### src/rtl/byc_pkg.sv
package byc_pkg;

  typedef enum logic [1:0] {
    BYC_OWN  = 2'd0,
    BYC_PEND = 2'd1,
    BYC_REL  = 2'd2
  } byc_state_e;

  localparam int PAD_GRPS = 7;
  localparam int GRP_ADDR = 0;
  localparam int GRP_DATA = 1;
  localparam int GRP_CS   = 2;
  localparam int GRP_RD   = 3;
  localparam int GRP_HWR  = 4;
  localparam int GRP_LWR  = 5;
  localparam int GRP_AS   = 6;

endpackage

### src/rtl/byc_sync.sv
module byc_sync #(
  parameter int STAGES = 2
) (
  input  logic clk,
  input  logic rst_n,
  input  logic async_i,
  output logic sync_o
);

  logic [STAGES-1:0] chain;

  for (genvar i = 0; i < STAGES; i++) begin : g_stg
    if (i == 0) begin : g_first
      always_ff @(posedge clk) begin
        if (!rst_n) chain[i] <= 1'b1;
        else        chain[i] <= async_i;
      end
    end else begin : g_next
      always_ff @(posedge clk) begin
        if (!rst_n) chain[i] <= 1'b1;
        else        chain[i] <= chain[i-1];
      end
    end
  end

  assign sync_o = chain[STAGES-1];

endmodule

### src/rtl/byc_fsm.sv
module byc_fsm
  import byc_pkg::*;
(
  input  logic clk,
  input  logic rst_n,
  input  logic req_n_s_i,
  input  logic cyc_t1_i,
  input  logic cyc_last_i,
  input  logic blocked_i,
  output logic ack_n_o,
  output logic stall_o,
  output logic own_o
);

  byc_state_e state_q, state_d;
  logic       ack_n_q, stall_q, own_q;
  logic       take_req;

  // a request counts only on the edge that closes a first state
  assign take_req = cyc_t1_i && !req_n_s_i && !blocked_i;

  always_comb begin
    state_d = state_q;
    unique case (state_q)
      BYC_OWN: begin
        if (take_req) state_d = cyc_last_i ? BYC_REL : BYC_PEND;
      end
      BYC_PEND: begin
        if (blocked_i)       state_d = BYC_OWN;
        else if (cyc_last_i) state_d = BYC_REL;
      end
      BYC_REL: begin
        if (req_n_s_i) state_d = BYC_OWN;
      end
      default: state_d = BYC_OWN;
    endcase
  end

  always_ff @(posedge clk) begin
    if (!rst_n) begin
      state_q <= BYC_OWN;
      ack_n_q <= 1'b1;
      stall_q <= 1'b0;
      own_q   <= 1'b1;
    end else begin
      state_q <= state_d;
      ack_n_q <= (state_d != BYC_REL);
      stall_q <= (state_d != BYC_OWN);
      own_q   <= (state_d != BYC_REL);
    end
  end

  assign ack_n_o = ack_n_q;
  assign stall_o = stall_q;
  assign own_o   = own_q;

endmodule

### src/rtl/byc_pad_gate.sv
module byc_pad_gate
  import byc_pkg::*;
#(
  parameter int ADDR_W = 24,
  parameter int DATA_W = 16,
  parameter int NCS    = 6
) (
  input  logic                bus_own_i,
  input  logic [ADDR_W-1:0]   cpu_addr_i,
  input  logic [DATA_W-1:0]   cpu_dout_i,
  input  logic                cpu_dout_en_i,
  input  logic [NCS-1:0]      cpu_cs_n_i,
  input  logic                cpu_rd_n_i,
  input  logic                cpu_hwr_n_i,
  input  logic                cpu_lwr_n_i,
  input  logic                cpu_as_n_i,
  output logic [PAD_GRPS-1:0] pad_oe_o,
  output logic [ADDR_W-1:0]   pad_addr_o,
  output logic [DATA_W-1:0]   pad_dout_o,
  output logic [NCS-1:0]      pad_cs_n_o,
  output logic                pad_rd_n_o,
  output logic                pad_hwr_n_o,
  output logic                pad_lwr_n_o,
  output logic                pad_as_n_o
);

  logic [PAD_GRPS-1:0] grp_want;

  always_comb begin
    grp_want           = '1;
    grp_want[GRP_DATA] = cpu_dout_en_i;
  end

  for (genvar g = 0; g < PAD_GRPS; g++) begin : g_oe
    assign pad_oe_o[g] = bus_own_i & grp_want[g];
  end

  assign pad_addr_o  = cpu_addr_i;
  assign pad_dout_o  = cpu_dout_i;
  assign pad_cs_n_o  = cpu_cs_n_i;
  assign pad_rd_n_o  = cpu_rd_n_i;
  assign pad_hwr_n_o = cpu_hwr_n_i;
  assign pad_lwr_n_o = cpu_lwr_n_i;
  assign pad_as_n_o  = cpu_as_n_i;

endmodule

### src/rtl/bus_yield_ctrl.sv
module bus_yield_ctrl
  import byc_pkg::*;
#(
  parameter int ADDR_W      = 24,
  parameter int DATA_W      = 16,
  parameter int NCS         = 6,
  parameter int SYNC_STAGES = 2
) (
  input  logic                clk,
  input  logic                rst_n,
  input  logic                ext_req_n_i,
  input  logic                cyc_t1_i,
  input  logic                cyc_last_i,
  input  logic                sleep_i,
  input  logic                mod_all_stop_i,
  input  logic [ADDR_W-1:0]   cpu_addr_i,
  input  logic [DATA_W-1:0]   cpu_dout_i,
  input  logic                cpu_dout_en_i,
  input  logic [NCS-1:0]      cpu_cs_n_i,
  input  logic                cpu_rd_n_i,
  input  logic                cpu_hwr_n_i,
  input  logic                cpu_lwr_n_i,
  input  logic                cpu_as_n_i,
  output logic                bus_ack_n_o,
  output logic                cpu_stall_o,
  output logic [PAD_GRPS-1:0] pad_oe_o,
  output logic [ADDR_W-1:0]   pad_addr_o,
  output logic [DATA_W-1:0]   pad_dout_o,
  output logic [NCS-1:0]      pad_cs_n_o,
  output logic                pad_rd_n_o,
  output logic                pad_hwr_n_o,
  output logic                pad_lwr_n_o,
  output logic                pad_as_n_o
);

  logic req_n_s;
  logic blocked;
  logic bus_own;

  assign blocked = sleep_i & mod_all_stop_i;

  byc_sync #(.STAGES(SYNC_STAGES)) u_sync (
    .clk    (clk),
    .rst_n  (rst_n),
    .async_i(ext_req_n_i),
    .sync_o (req_n_s)
  );

  byc_fsm u_fsm (
    .clk       (clk),
    .rst_n     (rst_n),
    .req_n_s_i (req_n_s),
    .cyc_t1_i  (cyc_t1_i),
    .cyc_last_i(cyc_last_i),
    .blocked_i (blocked),
    .ack_n_o   (bus_ack_n_o),
    .stall_o   (cpu_stall_o),
    .own_o     (bus_own)
  );

  byc_pad_gate #(.ADDR_W(ADDR_W), .DATA_W(DATA_W), .NCS(NCS)) u_pads (
    .bus_own_i    (bus_own),
    .cpu_addr_i   (cpu_addr_i),
    .cpu_dout_i   (cpu_dout_i),
    .cpu_dout_en_i(cpu_dout_en_i),
    .cpu_cs_n_i   (cpu_cs_n_i),
    .cpu_rd_n_i   (cpu_rd_n_i),
    .cpu_hwr_n_i  (cpu_hwr_n_i),
    .cpu_lwr_n_i  (cpu_lwr_n_i),
    .cpu_as_n_i   (cpu_as_n_i),
    .pad_oe_o     (pad_oe_o),
    .pad_addr_o   (pad_addr_o),
    .pad_dout_o   (pad_dout_o),
    .pad_cs_n_o   (pad_cs_n_o),
    .pad_rd_n_o   (pad_rd_n_o),
    .pad_hwr_n_o  (pad_hwr_n_o),
    .pad_lwr_n_o  (pad_lwr_n_o),
    .pad_as_n_o   (pad_as_n_o)
  );

endmodule

### config.mk
export PLATFORM = sky130hd
export DESIGN_NAME = bus_yield_ctrl
export DESIGN_NICKNAME = d
export VERILOG_FILES = /design/src/rtl/byc_pkg.sv /design/src/rtl/byc_sync.sv /design/src/rtl/byc_fsm.sv /design/src/rtl/byc_pad_gate.sv /design/src/rtl/bus_yield_ctrl.sv
export SDC_FILE = /design/constraint.sdc
export NUM_CORES = 1
export LEC_CHECK = 0
export CORE_AREA = 2 2 45 47
export CTS_BUF_LIST = sky130_fd_sc_hd__clkbuf_4 sky130_fd_sc_hd__clkbuf_8 sky130_fd_sc_hd__clkbuf_16
export DETAILED_ROUTE_END_ITERATION = 7
export DIE_AREA = 0 0 47 49
export DONT_BUFFER_PORTS = 1
export SLEW_MARGIN = 20
export SYNTH_ARGS = -nofsm -noshare
export SYNTH_HDL_FRONTEND = slang
export SYNTH_SLANG_ARGS = --single-unit
### constraint.sdc
create_clock -name clk -period 0.8 [get_ports clk]
set_input_delay 0.04 -clock clk [delete_from_list [all_inputs] [get_ports clk]]
set_output_delay 0.04 -clock clk [all_outputs]
set_load 0.005 [all_outputs]
== Yosys cells after proc, flatten, opt, wreduce, memory -nomap -nowiden ==
Cells that the tools add are included.

* Register bits after elaboration: 6
* Input bits: 58

* Equal/unequal tests: 3
* Reductions and logical operators: 6
* Bitwise logic cells: 2
* Multiplexer cells: 6

{| class="wikitable"
|+ Operators with widths
! kind !! number
|-
| 2-bit two-way mux || 5
|-
| 2-bit one-hot mux with 3 select lines || 1
|-
| 1-bit bitwise AND || 2
|-
| 2-bit by 1-bit equality test with 1-bit output (second input constant) || 1
|-
| 2-bit equality test (second input constant) || 1
|-
| 1-bit logical AND || 2
|-
| 1-bit zero test || 2
|-
| 2-bit zero test || 1
|-
| 2-bit inequality test (second input constant) || 1
|-
| 2-bit nonzero test || 1
|}

== Depth between registers and ports, before layout ==
Gate-level depths: netlist of run 1.

* Depth after elaboration: 6
* Gate-level depth with buffers: 3
* Gate-level depth less buffers: 3

== Cells and area by module ==
Synthesis of run 1 repeated with hierarchy kept, for this count alone.

* Cell total of the unflattened synthesis: 79
* Area, all modules: 661.9 µm²

{| class="wikitable"
|+ Modules (own cells, without submodules)
! module !! area each (µm²) !! instances !! cells each
|-
| byc_pad_gate || 426.7 || 1 || 57
|-
| byc_fsm || 176.4 || 1 || 17
|-
| byc_sync || 52.6 || 1 || 4
|-
| bus_yield_ctrl || 6.3 || 1 || 1
|}

== Least setup slack after synthesis of run 1 ==
Ideal clock, no wire load.

* Path type: reg-to-reg
* From: register u_fsm.state_q[1]
* To: register u_fsm.ack_n_q, in the netlist u_fsm.ack_n_o
* Data required time: 686 ps
* Cell stages (with the launch flop): 4
* Library setup time: 114 ps
* Data arrival time: 717 ps
* Setup slack: -31 ps
* Path through: dfxtp_1 > nor2b_2 > o211ai_1 > a21o_1

* Longest elaborated chain between the ends: 4

{| class="wikitable"
|+ Ends and longest elaborated chain
! element !! line !! text
|-
| from (decl) || byc_fsm.sv:15 || <nowiki>byc_state_e state_q, state_d;</nowiki>
|-
| from (signal assigned) || byc_fsm.sv:46 || <nowiki>state_q <= state_d;</nowiki>
|-
| 2-bit two-way mux || byc_fsm.sv:30 || <nowiki>else if (cyc_last_i) state_d = BYC_REL;</nowiki>
|-
| 2-bit two-way mux || byc_fsm.sv:29 || <nowiki>if (blocked_i) state_d = BYC_OWN;</nowiki>
|-
| 2-bit one-hot mux with 3 select lines (*) || byc_fsm.sv:24 || <nowiki>unique case (state_q)</nowiki>
|-
| 2-bit inequality test (*) || byc_fsm.sv:47 || <nowiki>ack_n_q <= (state_d != BYC_REL);</nowiki>
|-
| to (signal assigned) || byc_fsm.sv:47 ||
|-
| to (decl) || byc_fsm.sv:16 || <nowiki>logic ack_n_q, stall_q, own_q;</nowiki>
|}

Mark *: on every way between the ends. The rest lies on a longest branch, timed or not.
A chain may end at the register's enable or synchronous reset.

== Worst setup path in the final report of run 1 ==
Ends and elaborated chain as after synthesis.

==> results.cfg, run 1 <==
[route]
routed_wl_um = 834
drc = 0
wl_per_cell_um = 14.89
via_per_inst = 4.411
drt_iter0_drc = 2
dr.pass1.iters = 2
vias = 247
ant_nets = 0

[synthesis]
synth_top_area_cell = buf_4
ys_warn_count = 0
syn_inst = 77
ys_top_cells_by_area = buf_4 (65%), dfxtp_1 (19%), nand2b_1 (2.9%)
synth_nets = 135
synth_cell_types = 14
yosysSeqAreaShare_pct = 18.60
syn_avg_cell_area_sq_um = 8.385
netlist.area_leader.share_pct = 65.12
netlist_area_sq_um = 645.6
ys_seq_elements = 6

[die]
die_h_um = 49
rows = 16
initial_core_util_pct = 35.05
die_area_sq_mm = 0.002303
core_area_sq_mm = 0.001842
io-pin-count = 117
die_w_um = 47

[status]
violations = negative setup slack
outcome = finished with violations

[clock_tree]
cts_root_buf = clkbuf_4
path_clk_slew_ps = 40
ctsHtreeMaxLevel = 1
clkSinkCount = 6
cts_tree = done
clock_tree.buffer_depth = 2
cts_buffers = 3
insertion_delay_ps = 240
post_cts_buffers = 0

[sta]
rsz0062_at_grt = yes
finalWorstSetupSlack_ps = -91.50
fin_crit_ps = 891.5
fin_crit_sh_pct = 111.4
hold_viol = 0
max_freq_mhz = 1122
worst_pin_slew_ps = 263.2
slew_violations = 0
finClkSkew_ps = 3.785
setup_tns_ps = -185.0
setup_viol = 4
relSlewSlack_pct = 82.37

[run]
drv_cap = 0

[finish]
regArea_sq_um = 125.1
layout.nets = 89
postLayoutCellArea_sq_um = 339.1
fill_cells = 219
multiInputGateArea_sq_um = 112.6
n_antenna_cell = 0
layout_commonest_cell = dfxtp_1
post-route-util_pct = 18.41
drive_gt1_share_pct = 37.93
area_growth_pct = -47.48
layout_common_cells = dfxtp_1 (4), nand2b_1 (3), clkbuf_4 (3), dlygate4sd3_1 (3)
final_cells = 56

[worst_setup_path]
worst-path-stages = 3
critPathLaunchType = register
cpPeakStageDelay_ps = 330
path_buf_inv = 0
critPathTopFamily = flip-flops
critical_path_required_ps = 930
cp_max_fo = 4
rr_worst_depth = 3
path_class = reg -> reg
crit_path_top_delay_cell = dfxtp_2
arrival_ps = 1020
crit_path_cell_trace = nor2b_4, o211ai_1, a21o_1
worstSetupEndpointType = register

[global_route]
grt_max_degree = 5
grt_pass1_vias = 256
track_usage_pct = 7.347
antenna_found_initial = 0
grt_pass1_wl_mm = 1.117
globalRouteOverflowTotal = 0

[pwr]
p_per_area_mw_per_mm2 = 1812
vdd_drop_max_v = 0.0009831
power_w = 0.0006144
leakage_nw = 0.1052

[placed_design]
dpl_cell_area_sq_um = 280.3
placed_cells = 50
gp_congestion = 0.5934
dpl.hpwl_um = 624.5
port_buffers = 0

[min_path]
min_path_cells = 2
min_path_type = in -> reg
[final cells by class]
type / count / area share [%]
Sequential cell: 6 / 36.90
Multi-Input combinational cell: 15 / 33.21
Timing Repair Buffer: 5 / 13.28
Tap cell: 27 / 9.963
Clock buffer: 3 / 6.642
[layer usage]
metal / track usage [%] / vias up / share of wire (%)
met3: 7.778 / 12 / 17
met4: 9.259 / 0 / 6.6
li1: - / 89 / -
met5: 0 / - / 0
met2: 8.676 / 33 / 43
met1: 5.418 / 113 / 33
[state kept, by name, indices dropped and copies added, names as in the netlist]
register,flops
u_fsm.state_q,2
u_sync.sync_o,1
u_fsm.ack_n_o,1
u_fsm.stall_o,1
u_sync.chain,1
[cell families after synthesis]
logic type	Yosys count	synth area share, %
AND/OR/NAND/NOR	9	9.885
buffers and inverters	56	65.12
flip-flops	6	18.61
AO/OA/AOI/OAI	6	6.397
[power breakdown]
group | internal [W] | leakage [nW] | total [W] | switching [W]
Combinational | 0.0000235 | 0.0419 | 0.0000376 | 0.0000140
Clock | 0.000169 | 0.0138 | 0.000266 | 0.0000969
Sequential | 0.000306 | 0.0495 | 0.000311 | 0.00000508
Total | 0.000498 | 0.105 | 0.000614 | 0.000116
[per-stage QoR]
stage	setup slack [ps]	hold slack, ps
floorplan	-20.91	110.7
global placement	-52.26	80.03
detailed placement	-84.64	80.03
CTS	-96.35	4.705
global route	-123.8	1.223
finish	-91.50	20.51
[worst paths after layout]
check / start / to / slack [ps]
max: u_fsm.state_q[1] / u_fsm.ack_n_o / -90
min: rst_n / u_fsm.state_q[1] / 20
max reg2reg: u_fsm.state_q[1] / u_fsm.ack_n_o / -90
min reg2reg: u_sync.chain[0] / u_sync.sync_o / 420
[cell usage after synthesis]
cell type and count:
nand2_1 1, nor3b_2 1, a21oi_1 2, a21boi_1 1, nor2b_1 1, nand2b_1 3, buf_4 56, or2b_1 1
nor2b_2 1, and2_1 1, o211ai_1 1, a21o_1 1, dfxtp_1 6, o21ai_2 1
[what timing repair did]
item / CTS / global route
hold endpoints to repair: 4 / 0
pin swaps: 2 / 2
endpoints found under the setup margin: 12 / 12
gates resized for setup: 2 / 1
hold buffers: 3 / 0
Power figures use the tool's default switching activity.
==> run 2: changes to the inputs <==
PLACE_DENSITY = 0.62   (was not set)
==> run 2 against run 1 <==
  * The run ends with negative hold slack, negative setup slack left
  * Clock-buffer cell count unchanged
  * Non-clock buffer count did not move
  * Clock skew is 0.81 ps higher
  * Sequential cell count unchanged
  * Setup slack improved by 11 ps
  * Maximum frequency rose by 1.2%
  * Global-route usage down 1.1 points
  * Cell area is 3.7% higher
  * Sequential share of layout area shrank 2.0 points
  * First-iteration DRC count unchanged
  * Clock power rose by 3%
  * Via count is 1.2% lower
  * Critical endpoint unchanged
==> results.cfg, run 2 (synthesized netlist as in run 1, its figures left out) <==
[sta]
slew_violations = 0
max_freq_mhz = 1136
rsz0062_at_grt = yes
hold_ws_ps = -11.46
finalWorstSetupSlack_ps = -80.51
hold_viol = 1
setup_viol = 4
worst_pin_slew_ps = 212.3
relSlewSlack_pct = 85.78
fin_crit_sh_pct = 110.1
finClkSkew_ps = 4.592
fin_crit_ps = 880.5

[route]
wl_per_cell_um = 14.27
dr.pass1.iters = 3
routed_wl_um = 799
drt_iter0_drc = 2
ant_nets = 0
drc = 0
via_per_inst = 4.357
vias = 244

[min_path]
min_path_type = in -> reg
min_path_cells = 2

[die]
die_w_um = 47
core_area_sq_mm = 0.001842
initial_core_util_pct = 35.05
die_area_sq_mm = 0.002303
die_h_um = 49
rows = 16
io-pin-count = 117

[global_route]
grt_max_degree = 8
globalRouteOverflowTotal = 0
grt_pass1_vias = 236
grt_pass1_wl_mm = 1.035
track_usage_pct = 6.210
antenna_found_initial = 0

[placed_design]
gp_congestion = 0.6545
dpl.hpwl_um = 557.9
port_buffers = 0
dp_slack_ps = -72.54

[finish]
area_growth_pct = -45.54
drive_gt1_share_pct = 41.38
n_antenna_cell = 0
post-route-util_pct = 19.09
layout_commonest_cell = dfxtp_1
layout.nets = 89
layout_common_cells = dfxtp_1 (4), nand2b_1 (3), clkbuf_4 (3), dlygate4sd3_1 (3), dfxtp_2 (2)
fill_cells = 227
top_register = u_fsm.state_q
largest_register_ffs = 2

[status]
violations = negative hold slack, negative setup slack
outcome = finished with violations

[clock_tree]
cts_buffers = 3
ctsHtreeMaxLevel = 1
insertion_delay_ps = 240
clock_tree.buffer_depth = 2
path_clk_slew_ps = 40
clkSinkCount = 6
cts_root_buf = clkbuf_4
cts_tree = done

[worst_setup_path]
rr_worst_depth = 3
worstSetupEndpointType = register
cp_max_fo = 4
path_class = reg -> reg
arrival_ps = 1010
critPathLaunchType = register
critical_path_required_ps = 930

[pwr]
power_w = 0.0006280
vdd_drop_max_v = 0.0006848
p_per_area_mw_per_mm2 = 1786
leakage_nw = 0.1100

[run]
drv_cap = 0
-- run 2: cell counts in the layout (fill, tap and decap cells not counted) --
Identical to the previous run, type by type.
-- run 2: through the flow --
step                      cell area (sq um)  setup TNS (ps)  std cells
after global placement                272.8          -159.7         49
after detailed placement              272.8          -256.8         49
after floorplan                       651.9          -21.16         77
after CTS                             324.1          -196.7         54
final                                 351.6          -161.5         56
after global routing                  351.6          -616.1         56
-- run 2: worst paths after layout --
path                                        from                to  slack, ps
worst max register to register  u_fsm.state_q[1]     u_fsm.ack_n_o        -80
worst min-delay path                       rst_n  u_fsm.state_q[1]        -10
worst min register to register   u_sync.chain[0]     u_sync.sync_o        420
worst max-delay path            u_fsm.state_q[1]     u_fsm.ack_n_o        -80
-- run 2: area by class of cell --
type	instances	area (sq um)	share of cell area, %
multi-input cells	15	123.9	35.23
flip-flops and latches	6	122.6	34.88
well taps	27	33.78	9.609
clock buffers	3	22.52	6.406
repair buffers	5	48.80	13.88
-- run 2: power by group --
part	switching [W]	internal, W	leakage (nW)
combinational	0.0000151	0.0000252	0.0471
sequential	0.00000561	0.000308	0.0491
clock	0.000105	0.000169	0.0138
-- run 2: worst max-delay path, stage by stage, from the launching register on --
cell,delay (ps)
dfxtp_2,350
nor2b_4,150
o211ai_1,110
a21o_1,170
-- run 2: routing by layer --
metal | track usage, % | share of wire, % | vias to the layer above
li1 | - | - | 87
met1 | 5.656 | 28 | 110
met2 | 6.621 | 44 | 35
met3 | 5.556 | 21 | 12
met4 | 8.333 | 7.1 | 0
met5 | 0 | 0 | -
-- run 2: repair_timing --
item | in CTS | in global routing
endpoints found under the setup margin | 11 | 12
buffers inserted | 0 | 1
resized for setup | 3 | 2
pin swaps | 2 | 2
hold buffers | 2 | 1
endpoints found under the hold margin | 5 | 3
